`src/rtl/rlc_pkg.sv`:
```
package rlc_pkg;
   localparam logic [7:0] OP_RUN_PREP  = 8'h10;
   localparam logic [7:0] OP_SYNC      = 8'h11;
   localparam logic [7:0] OP_RUN_START = 8'h12;
   localparam logic [7:0] OP_RUN_END   = 8'h13;
   localparam logic [7:0] OP_RUN_ABORT = 8'h14;
   localparam logic [7:0] OP_LT_START  = 8'h20;
   localparam logic [7:0] OP_LT_STOP   = 8'h21;
   localparam logic [7:0] OP_ST_START  = 8'h24;
   localparam logic [7:0] OP_ST_STOP   = 8'h25;
   localparam logic [7:0] OP_ST_PROBE  = 8'h26;
   localparam logic [7:0] OP_RST_SET   = 8'h30;
   localparam logic [7:0] OP_RST_CLR   = 8'h31;
   localparam logic [7:0] OP_ENABLE    = 8'h32;
   localparam logic [7:0] OP_DISABLE   = 8'h33;
   localparam logic [7:0] OP_ADDRESS   = 8'h40;

   localparam int LEN_NONE  = 0;
   localparam int LEN_SHORT = 2;
   localparam int LEN_LONG  = 4;

   typedef enum logic [1:0] {
      KIND_BAD   = 2'd0,
      KIND_NONE  = 2'd1,
      KIND_SHORT = 2'd2,
      KIND_LONG  = 2'd3
   } op_kind_e;
endpackage

```
`src/rtl/rlc_classify.sv`:
```
module rlc_classify
   import rlc_pkg::*;
#(
   parameter int CNT_W = 3
) (
   input  logic [7:0]       code,
   output logic             known,
   output logic [CNT_W-1:0] nbytes
);
   op_kind_e kind;

   always_comb begin
      unique case (code)
         OP_RUN_PREP:                                    kind = KIND_LONG;
         OP_RST_SET, OP_RST_CLR, OP_ADDRESS:             kind = KIND_SHORT;
         OP_SYNC, OP_RUN_START, OP_RUN_END, OP_RUN_ABORT,
         OP_LT_START, OP_LT_STOP, OP_ST_START, OP_ST_STOP,
         OP_ST_PROBE, OP_ENABLE, OP_DISABLE:             kind = KIND_NONE;
         default:                                        kind = KIND_BAD;
      endcase
   end

   always_comb begin
      known = (kind != KIND_BAD);
      case (kind)
         KIND_LONG:  nbytes = CNT_W'(LEN_LONG);
         KIND_SHORT: nbytes = CNT_W'(LEN_SHORT);
         default:    nbytes = CNT_W'(LEN_NONE);
      endcase
   end
endmodule

```
`src/rtl/rlc_payload_asm.sv`:
```
module rlc_payload_asm #(
   parameter int DATA_W = 8,
   parameter int MAXB   = 4,
   parameter int CNT_W  = 3,
   localparam int PAY_W = DATA_W * MAXB
) (
   input  logic              clk,
   input  logic              rst_n,
   input  logic              start,
   input  logic [CNT_W-1:0]  start_len,
   input  logic [DATA_W-1:0] start_code,
   input  logic              byte_en,
   input  logic [DATA_W-1:0] byte_in,
   output logic              busy,
   output logic [DATA_W-1:0] held_code,
   output logic              last,
   output logic [PAY_W-1:0]  word_next
);
   logic [CNT_W-1:0] remain;
   logic [PAY_W-1:0] word;

   assign word_next = {word[PAY_W-DATA_W-1:0], byte_in};
   assign last      = busy && byte_en && (remain == CNT_W'(1));

   always_ff @(posedge clk or negedge rst_n) begin
      if (!rst_n) begin
         busy      <= 1'b0;
         remain    <= '0;
         word      <= '0;
         held_code <= '0;
      end else if (start) begin
         busy      <= 1'b1;
         remain    <= start_len;
         word      <= '0;
         held_code <= start_code;
      end else if (busy && byte_en) begin
         word   <= word_next;
         remain <= remain - CNT_W'(1);
         if (remain == CNT_W'(1)) busy <= 1'b0;
      end
   end
endmodule

```
`src/rtl/rlc_addr_filter.sv`:
```
module rlc_addr_filter #(
   parameter int          ADDR_W      = 16,
   parameter logic [15:0] BCAST       = 16'hFFFF,
   parameter bit          MATCH_BCAST = 1'b1
) (
   input  logic              clk,
   input  logic              rst_n,
   input  logic              load,
   input  logic [ADDR_W-1:0] load_val,
   input  logic              to_bcast,
   input  logic [ADDR_W-1:0] board_addr,
   output logic              match
);
   localparam logic [ADDR_W-1:0] BC = BCAST[ADDR_W-1:0];
   logic [ADDR_W-1:0] target;

   always_ff @(posedge clk or negedge rst_n) begin
      if (!rst_n)        target <= BC;
      else if (to_bcast) target <= BC;
      else if (load)     target <= load_val;
   end

   generate
      if (MATCH_BCAST) begin : g_bcast
         assign match = (target == board_addr) || (target == BC);
      end else begin : g_exact
         assign match = (target == board_addr);
      end
   endgenerate
endmodule

```
`src/rtl/rstlink_cmd_decoder.sv`:
```
module rstlink_cmd_decoder
   import rlc_pkg::*;
#(
   parameter int DATA_W = 8,
   parameter int MAXB   = 4,
   parameter int ADDR_W = 16,
   localparam int PAY_W = DATA_W * MAXB,
   localparam int CNT_W = $clog2(MAXB + 1)
) (
   input  logic              clk,
   input  logic              rst_n,
   input  logic              rx_valid,
   input  logic [DATA_W-1:0] rx_byte,
   input  logic [ADDR_W-1:0] board_addr,
   output logic              cmd_valid,
   output logic [DATA_W-1:0] cmd_code,
   output logic [PAY_W-1:0]  cmd_payload,
   output logic              cmd_error
);
   generate
      if (DATA_W != 8) begin : g_bad_data
         $error("rstlink_cmd_decoder: codes are 8 bits wide");
      end
      if (MAXB < LEN_LONG) begin : g_bad_maxb
         $error("rstlink_cmd_decoder: MAXB too small for longest payload");
      end
      if (ADDR_W > PAY_W || ADDR_W > 16) begin : g_bad_addr
         $error("rstlink_cmd_decoder: ADDR_W out of range");
      end
   endgenerate

   logic              known;
   logic [CNT_W-1:0]  nbytes;
   logic              busy, last;
   logic [DATA_W-1:0] held_code;
   logic [PAY_W-1:0]  word_next;
   logic              match;

   rlc_classify #(.CNT_W(CNT_W)) u_cls (
      .code(rx_byte), .known(known), .nbytes(nbytes)
   );

   logic idle_take, start_pay, fire, pass, bad;
   logic [DATA_W-1:0] fire_code;
   logic [PAY_W-1:0]  fire_pay;

   always_comb begin
      idle_take = rx_valid && !busy;
      start_pay = idle_take && known && (nbytes != '0);
      bad       = idle_take && !known;
      fire      = (idle_take && known && (nbytes == '0)) || last;
      fire_code = busy ? held_code : rx_byte;
      fire_pay  = busy ? word_next : '0;
      pass      = (fire_code == OP_SYNC) || (fire_code == OP_ADDRESS) || match;
   end

   rlc_payload_asm #(.DATA_W(DATA_W), .MAXB(MAXB), .CNT_W(CNT_W)) u_asm (
      .clk(clk), .rst_n(rst_n),
      .start(start_pay), .start_len(nbytes), .start_code(rx_byte),
      .byte_en(rx_valid), .byte_in(rx_byte),
      .busy(busy), .held_code(held_code), .last(last), .word_next(word_next)
   );

   rlc_addr_filter #(.ADDR_W(ADDR_W)) u_flt (
      .clk(clk), .rst_n(rst_n),
      .load(fire && (fire_code == OP_ADDRESS)),
      .load_val(fire_pay[ADDR_W-1:0]),
      .to_bcast(fire && (fire_code == OP_SYNC)),
      .board_addr(board_addr),
      .match(match)
   );

   always_ff @(posedge clk or negedge rst_n) begin
      if (!rst_n) begin
         cmd_valid   <= 1'b0;
         cmd_error   <= 1'b0;
         cmd_code    <= '0;
         cmd_payload <= '0;
      end else begin
         cmd_valid <= fire && pass;
         cmd_error <= bad;
         if (fire && pass) begin
            cmd_code    <= fire_code;
            cmd_payload <= fire_pay;
         end
      end
   end
endmodule

```
`config.mk`:
```
export PLATFORM = sky130hd
export DESIGN_NAME = rstlink_cmd_decoder
export DESIGN_NICKNAME = d
export VERILOG_FILES = /design/src/rtl/rlc_pkg.sv /design/src/rtl/rlc_classify.sv /design/src/rtl/rlc_payload_asm.sv /design/src/rtl/rlc_addr_filter.sv /design/src/rtl/rstlink_cmd_decoder.sv
export SDC_FILE = /design/constraint.sdc
export NUM_CORES = 1
export LEC_CHECK = 0
export ABC_AREA = 0
export BUFFER_PORTS_ARGS = -buffer_cell sky130_fd_sc_hd__buf_2
export CAP_MARGIN = 5
export CORE_ASPECT_RATIO = 1.4
export CORE_MARGIN = 5
export CORE_UTILIZATION = 43
export CTS_CLUSTER_DIAMETER = 80
export DETAILED_ROUTE_END_ITERATION = 8
export PLACE_DENSITY = 0.78
export SYNTH_ARGS = -nofsm -noshare
export SYNTH_HDL_FRONTEND = slang
export SYNTH_SLANG_ARGS = --single-unit
```
`constraint.sdc`:
```
create_clock -name clk -period 2.12 [get_ports clk]
set_input_delay 0.424 -clock clk [delete_from_list [all_inputs] [get_ports clk]]
set_output_delay 0.424 -clock clk [all_outputs]
set_load 0.01 [all_outputs]
```
# Word level (Yosys, flattened, before mapping)
# Cells that the tools add are included.
[classes] n_addsub=1 n_eq_ne=22 muxes=13 reduce_logical=25
[ops] operator="$eq 8x6->1 const B" n=9
[ops] operator="$eq 8x5->1 const B" n=6
[ops] operator="$mux 24" n=2
[ops] operator="$mux 16" n=2
[ops] operator="$mux 32" n=1
[ops] operator="$eq 16x16->1" n=1
[ops] operator="$eq 16x16->1 const B" n=1
[ops] operator="$eq 8x7->1 const B" n=2
[ops] operator="$reduce_or 11->1" n=1
[ops] operator="$logic_and 1x1->1" n=10
[ops] operator="$mux 8" n=1
[ops] operator="$reduce_bool 2->1" n=4
[ops] operator="$mux 3" n=2
[ops] operator="$pmux 2 s3" n=1
[ops] operator="$pmux 3 s2" n=1
[ops] operator="$eq 2x2->1 const B" n=2
[ops] operator="$logic_or 1x1->1" n=4
[ops] operator="$eq 3x1->1 const B" n=1
[ops] operator="$logic_not 3->1" n=1
[ops] operator="$mux 1" n=3
[ops] operator="$reduce_bool 3->1" n=1
[ops] operator="$reduce_or 3->1" n=1
[ops] operator="$sub 3x1->3 const B" n=1
[ops] operator="$logic_not 1->1" n=2
[ops] operator="$reduce_and 2->1" n=1
[word_totals] regBits=94 inputBits=27 output_inout_bits=42

# Longest topological paths before layout
[depth] ltp_word=11 depth_mapped=8 depth_no_buf=6

# Hierarchy
# A second synthesis with hierarchy kept.
[unflattened] hier_cells=394 area_unflattened_um2=4566.9
[by_module_without_submodules] mod="rstlink_cmd_decoder" n_inst=1 cells_each=141 area_per_inst_um2=1861.8 seq_area_each_um2=1051.0
[by_module_without_submodules] mod="rlc_payload_asm" n_inst=1 cells_each=154 area_per_inst_um2=1692.9 seq_area_each_um2=900.9
[by_module_without_submodules] mod="rlc_addr_filter" n_inst=1 cells_each=80 area_per_inst_um2=892.1 seq_area_each_um2=420.4
[by_module_without_submodules] mod="rlc_classify" n_inst=1 cells_each=19 area_per_inst_um2=120.1 seq_area_each_um2=0.0

# Worst setup path before layout
# No wires, ideal clock.
[synth_timing] path_type="register to register" from="register u_flt.target[15]" to="register cmd_code[1]" setup_time_ns=0.128 arrival_time_ns=1.937 setup_slack_ns=0.055 path_stages_with_launch=6 period_less_slack_ns=2.065 path_cell_list="dfstp_2 -> nand4_1 -> or4_1 -> a32oi_2 -> buf_6 -> mux2_1"
[synth_via] elab_chain_cells=4 elab_cells_between_ends=5
[synth_lines] item="start, declared" line="rlc_addr_filter.sv:15" text="logic [ADDR_W-1:0] target;"
[synth_lines] item="start signal, assigned" line="rlc_addr_filter.sv:20" text="else if (load) target <= load_val;"
[synth_lines] item="$eq 16x16->1" line="rlc_addr_filter.sv:25" text="assign match = (target == board_addr) || (target == BC);"
[synth_lines] item="$logic_or 1x1->1 *" line="rlc_addr_filter.sv:25"
[synth_lines] item="$logic_or 1x1->1 *" line="rstlink_cmd_decoder.sv:54" text="pass = (fire_code == OP_SYNC) || (fire_code == OP_ADDRESS) || match;"
[synth_lines] item="$logic_and 1x1->1 *" line="rstlink_cmd_decoder.sv:82" text="if (fire && pass) begin"
[synth_lines] item="end signal, assigned" line="rstlink_cmd_decoder.sv:83" text="cmd_code <= fire_code;"
[synth_lines] item="end, declared" line="rstlink_cmd_decoder.sv:16" text="output logic [DATA_W-1:0] cmd_code,"
# Mark *: on every way between the ends. The rest lies on a longest branch, timed or not.
# A chain may end at the register's enable or synchronous reset.

# Worst setup path in the final report
[layout_timing] from="register u_flt.target[2]" to="register cmd_payload[3]"
[layout_via] elab_chain_cells=4 elab_cells_between_ends=5
[layout_lines] item="$eq 16x16->1" line="rlc_addr_filter.sv:25"
[layout_lines] item="$logic_or 1x1->1 *" line="rlc_addr_filter.sv:25"
[layout_lines] item="$logic_or 1x1->1 *" line="rstlink_cmd_decoder.sv:54"
[layout_lines] item="$logic_and 1x1->1 *" line="rstlink_cmd_decoder.sv:82"
[layout_lines] item="end signal, assigned" line="rstlink_cmd_decoder.sv:84" text="cmd_payload <= fire_pay;"
[layout_lines] item="end, declared" line="rstlink_cmd_decoder.sv:17" text="output logic [PAY_W-1:0] cmd_payload,"
# Marked as above.

==> results.yml <==
floorplanning:
  start_util_pct: 43.6
  pin_count: 69
  row_count: 44
  fp.dieH_um: 131
  core_um2: 10300
  dieArea_um2: 12600
  die_w_um: 96.3
placed_design:
  dp_hpwl_um: 8120
  pre_cts_ws_ps: -239
  port_buffers: 68
  routabilityCongestion: 0.893
clock_tree:
  cts_made_buffers: 9
  clk-insertion-delay-late_ps: 340
  cts-root-buf: "clkbuf_16"
  cts_tree: "done"
  cts.sinks: 94
  postCtsHoldBufs: 0
  h-tree-depth: 3
  clk_pin_slew_ps: 60
  clock_path_buffers: 2
global_routing:
  grt_max_degree: 37
  gr-total-overflow: 0
  antenna_found_initial: 0
  grt_pass1_vias: 3821
  grt_pass1_wl_um: 18800
  track_usage_pct: 19.3
routing:
  drcViolationCount: 0
  post_drt_via_cell_ratio: 5.26
  drtIter0Drc: 206
  first_pass_iters: 4
  vias: 3611
  finalWirelength_um: 11200
  routedWlPerCell_um: 16.4
  ant_nets: 0
outcome:
  outcome: "finished, violations left"
  violations: "setup timing"
synthesis:
  synth_area_um2: 4480
  synth_warnings: 0
  synth_flop_cell: "dfrtp_1"
  ys_types: 46
  avgSynthCellArea_um2: 10.1
  synth-seq-area-share_pct: 52.9
  synthArstFlopShare_pct: 100
  synth_cells: 444
  ys_seq_elements: 94
  synth_nets: 473
  synth_edf_count: 0
cells_and_area:
  final_common_cell: "nand2_1"
  area_growth_pct: 25.3
  layout-drive-gt1-share_pct: 29.9
  final_cell_mix: "nand2_1 (86), dfrtp_1 (77), buf_2 (67), buf_4 (43), inv_1 (39)"
  diodes: 0
  nFillCells: 899
  nets: 572
  final_core_util_pct: 54.6
sta:
  setup_viol: 33
  fin_crit_sh_pct: 102
  finalHoldWorstSlack_ps: 49.7
  final.setup.tns_ps: -947
  fin_crit_ps: 2170
  finalHoldViolCount: 0
  relSlewSlack_pct: 68.2
  finClkSkew_ps: 8.04
  slew_viol_final: 0
  rsz0062_at_grt: "true"
  fin_ws_ps: -50.5
  tightest_slew_ps: 477
  fmax_mhz: 461
worst_hold_path:
  hold_class: "in2async"
power_and_ir_drop:
  peakVddDrop_v: 0.000534
  leakage_nw: 2.68
  p_per_area_nw_per_um2: 1030
worst_setup_path:
  start_kind: "register"
  arrival_ps: 2420
  path_class: "reg2reg"
  end_kind: "register"
  cp_data_required_time_ps: 2370
  crit_fanout: 14
job:
  maxCapViolCount: 0
-- layer usage --
layer | wire length (um) | up-vias | GRT usage (%)
met4 | 310 | 0 | 8.51
met5 | 0 | - | 0
met1 | 4730 | 1773 | 24.7
met2 | 5600 | 105 | 31.2
met3 | 607 | 27 | 4.35
li1 | - | 1706 | -
-- cell usage after synthesis, types with 2 or more instances --
cell type / n / share of area (%)
mux2i_1: 34 / 7.6
clkbuf_1: 17 / 1.4
a32oi_1: 2 / 0.39
nand2_1: 86 / 7.2
o21ai_0: 31 / 3.5
a21o_1: 15 / 2.5
o2111ai_1: 2 / 0.39
nor4_1: 4 / 0.56
nor3_1: 2 / 0.22
and2_1: 4 / 0.56
dfstp_2: 16 / 9.4
mux2_2: 4 / 1.0
nor2b_1: 3 / 0.42
a2bb2oi_1: 3 / 0.59
xor2_1: 17 / 3.3
buf_2: 2 / 0.22
and3_1: 2 / 0.28
mux2_1: 5 / 1.3
nand4_1: 5 / 0.70
buf_6: 2 / 0.50
ha_1: 2 / 0.56
a22oi_1: 15 / 2.5
inv_1: 39 / 3.3
nand3_1: 21 / 2.3
a21oi_1: 2 / 0.22
dfrtp_1: 78 / 44
nor2_1: 6 / 0.50
buf_4: 7 / 1.2
-- flip-flops by register name, indices dropped and copies added (netlist names) --
signal,count
u_asm.busy,1
cmd_error,1
cmd_code,8
u_asm.held_code,8
cmd_valid,1
u_asm.remain,3
u_asm.word,24
cmd_payload,32
u_flt.target,16
-- worst max-delay path: stages (launching register included) --
cell     delay, ps
dfstp_2        530
buf_4          110
nand4_1         80
or4_4          530
a32oi_4        300
buf_12         170
buf_12         150
mux2i_1        210
-- cell families (layout without fill, tap and decap cells) --
family,count (synthesis),after routing,share of synthesized area [%]
DFF,94,94,52.9
muxes,43,43,9.85
buffers and inverters,67,171,6.58
xor gates and xnor gates,17,17,3.32
AOI/OAI and AO/OA,80,80,12.2
and+or+nand+nor,141,141,14.6
adders and majority gates,2,2,0.558
-- power by group --
| part | switching, mW | internal [mW] | total (mW) | leakage [nW] |
|---|---|---|---|---|
| clock network | 0.640 | 0.887 | 1.53 | 0.142 |
| registers | 0.402 | 2.29 | 2.69 | 1.06 |
| logic | 0.880 | 0.668 | 1.55 | 1.47 |
| total | 1.92 | 3.84 | 5.76 | 2.68 |
-- per-stage QoR --
stage | cell area [um^2] | power [mW] | std cells
after floorplan | 4480 | 3.52 | 444
after global placement | 5250 | 4.13 | 667
after detailed placement | 5250 | 4.21 | 667
after CTS | 5580 | 5.78 | 685
after global routing | 5620 | 6.13 | 686
final | 5620 | 5.76 | 686
-- final cells by class --
type / instances / area, um^2 / area share, %
well taps: 138 / 173 / 3.07
clock buffers: 13 / 270 / 4.81
multi-input cells: 283 / 1870 / 33.2
inverters: 39 / 146 / 2.61
flip-flops and latches: 94 / 2370 / 42.3
repair buffers: 116 / 769 / 13.7
clock inverters: 3 / 17.5 / 0.312
-- what timing repair did --
action	4_1_cts	5_1_grt
gates resized for setup	6	7
pin swaps	1	0
cloned	0	0
buffers inserted	2	1
setup endpoints to repair	38	41
-- path summary, 6_finish.rpt --
check                                            startpoint                      endpoint  slack [ps]  cells after the start
max in group asynchronous                             rst_n  u_flt.target[14]$_DFFE_PN1P_        1390                      2
min in group clk                                 rx_byte[5]    cmd_payload[5]$_DFFE_PN0P_         380                      3
worst min register to register      cmd_code[7]$_DFFE_PN0P_       cmd_code[7]$_DFFE_PN0P_         490                      1
worst max-delay path            u_flt.target[2]$_DFFE_PN1P_    cmd_payload[3]$_DFFE_PN0P_         -50                      7
worst max register to register  u_flt.target[2]$_DFFE_PN1P_    cmd_payload[3]$_DFFE_PN0P_         -50                      7
worst min-delay path                                  rst_n   cmd_payload[16]$_DFFE_PN0P_          50                      1
Power figures use the tool's default switching activity.
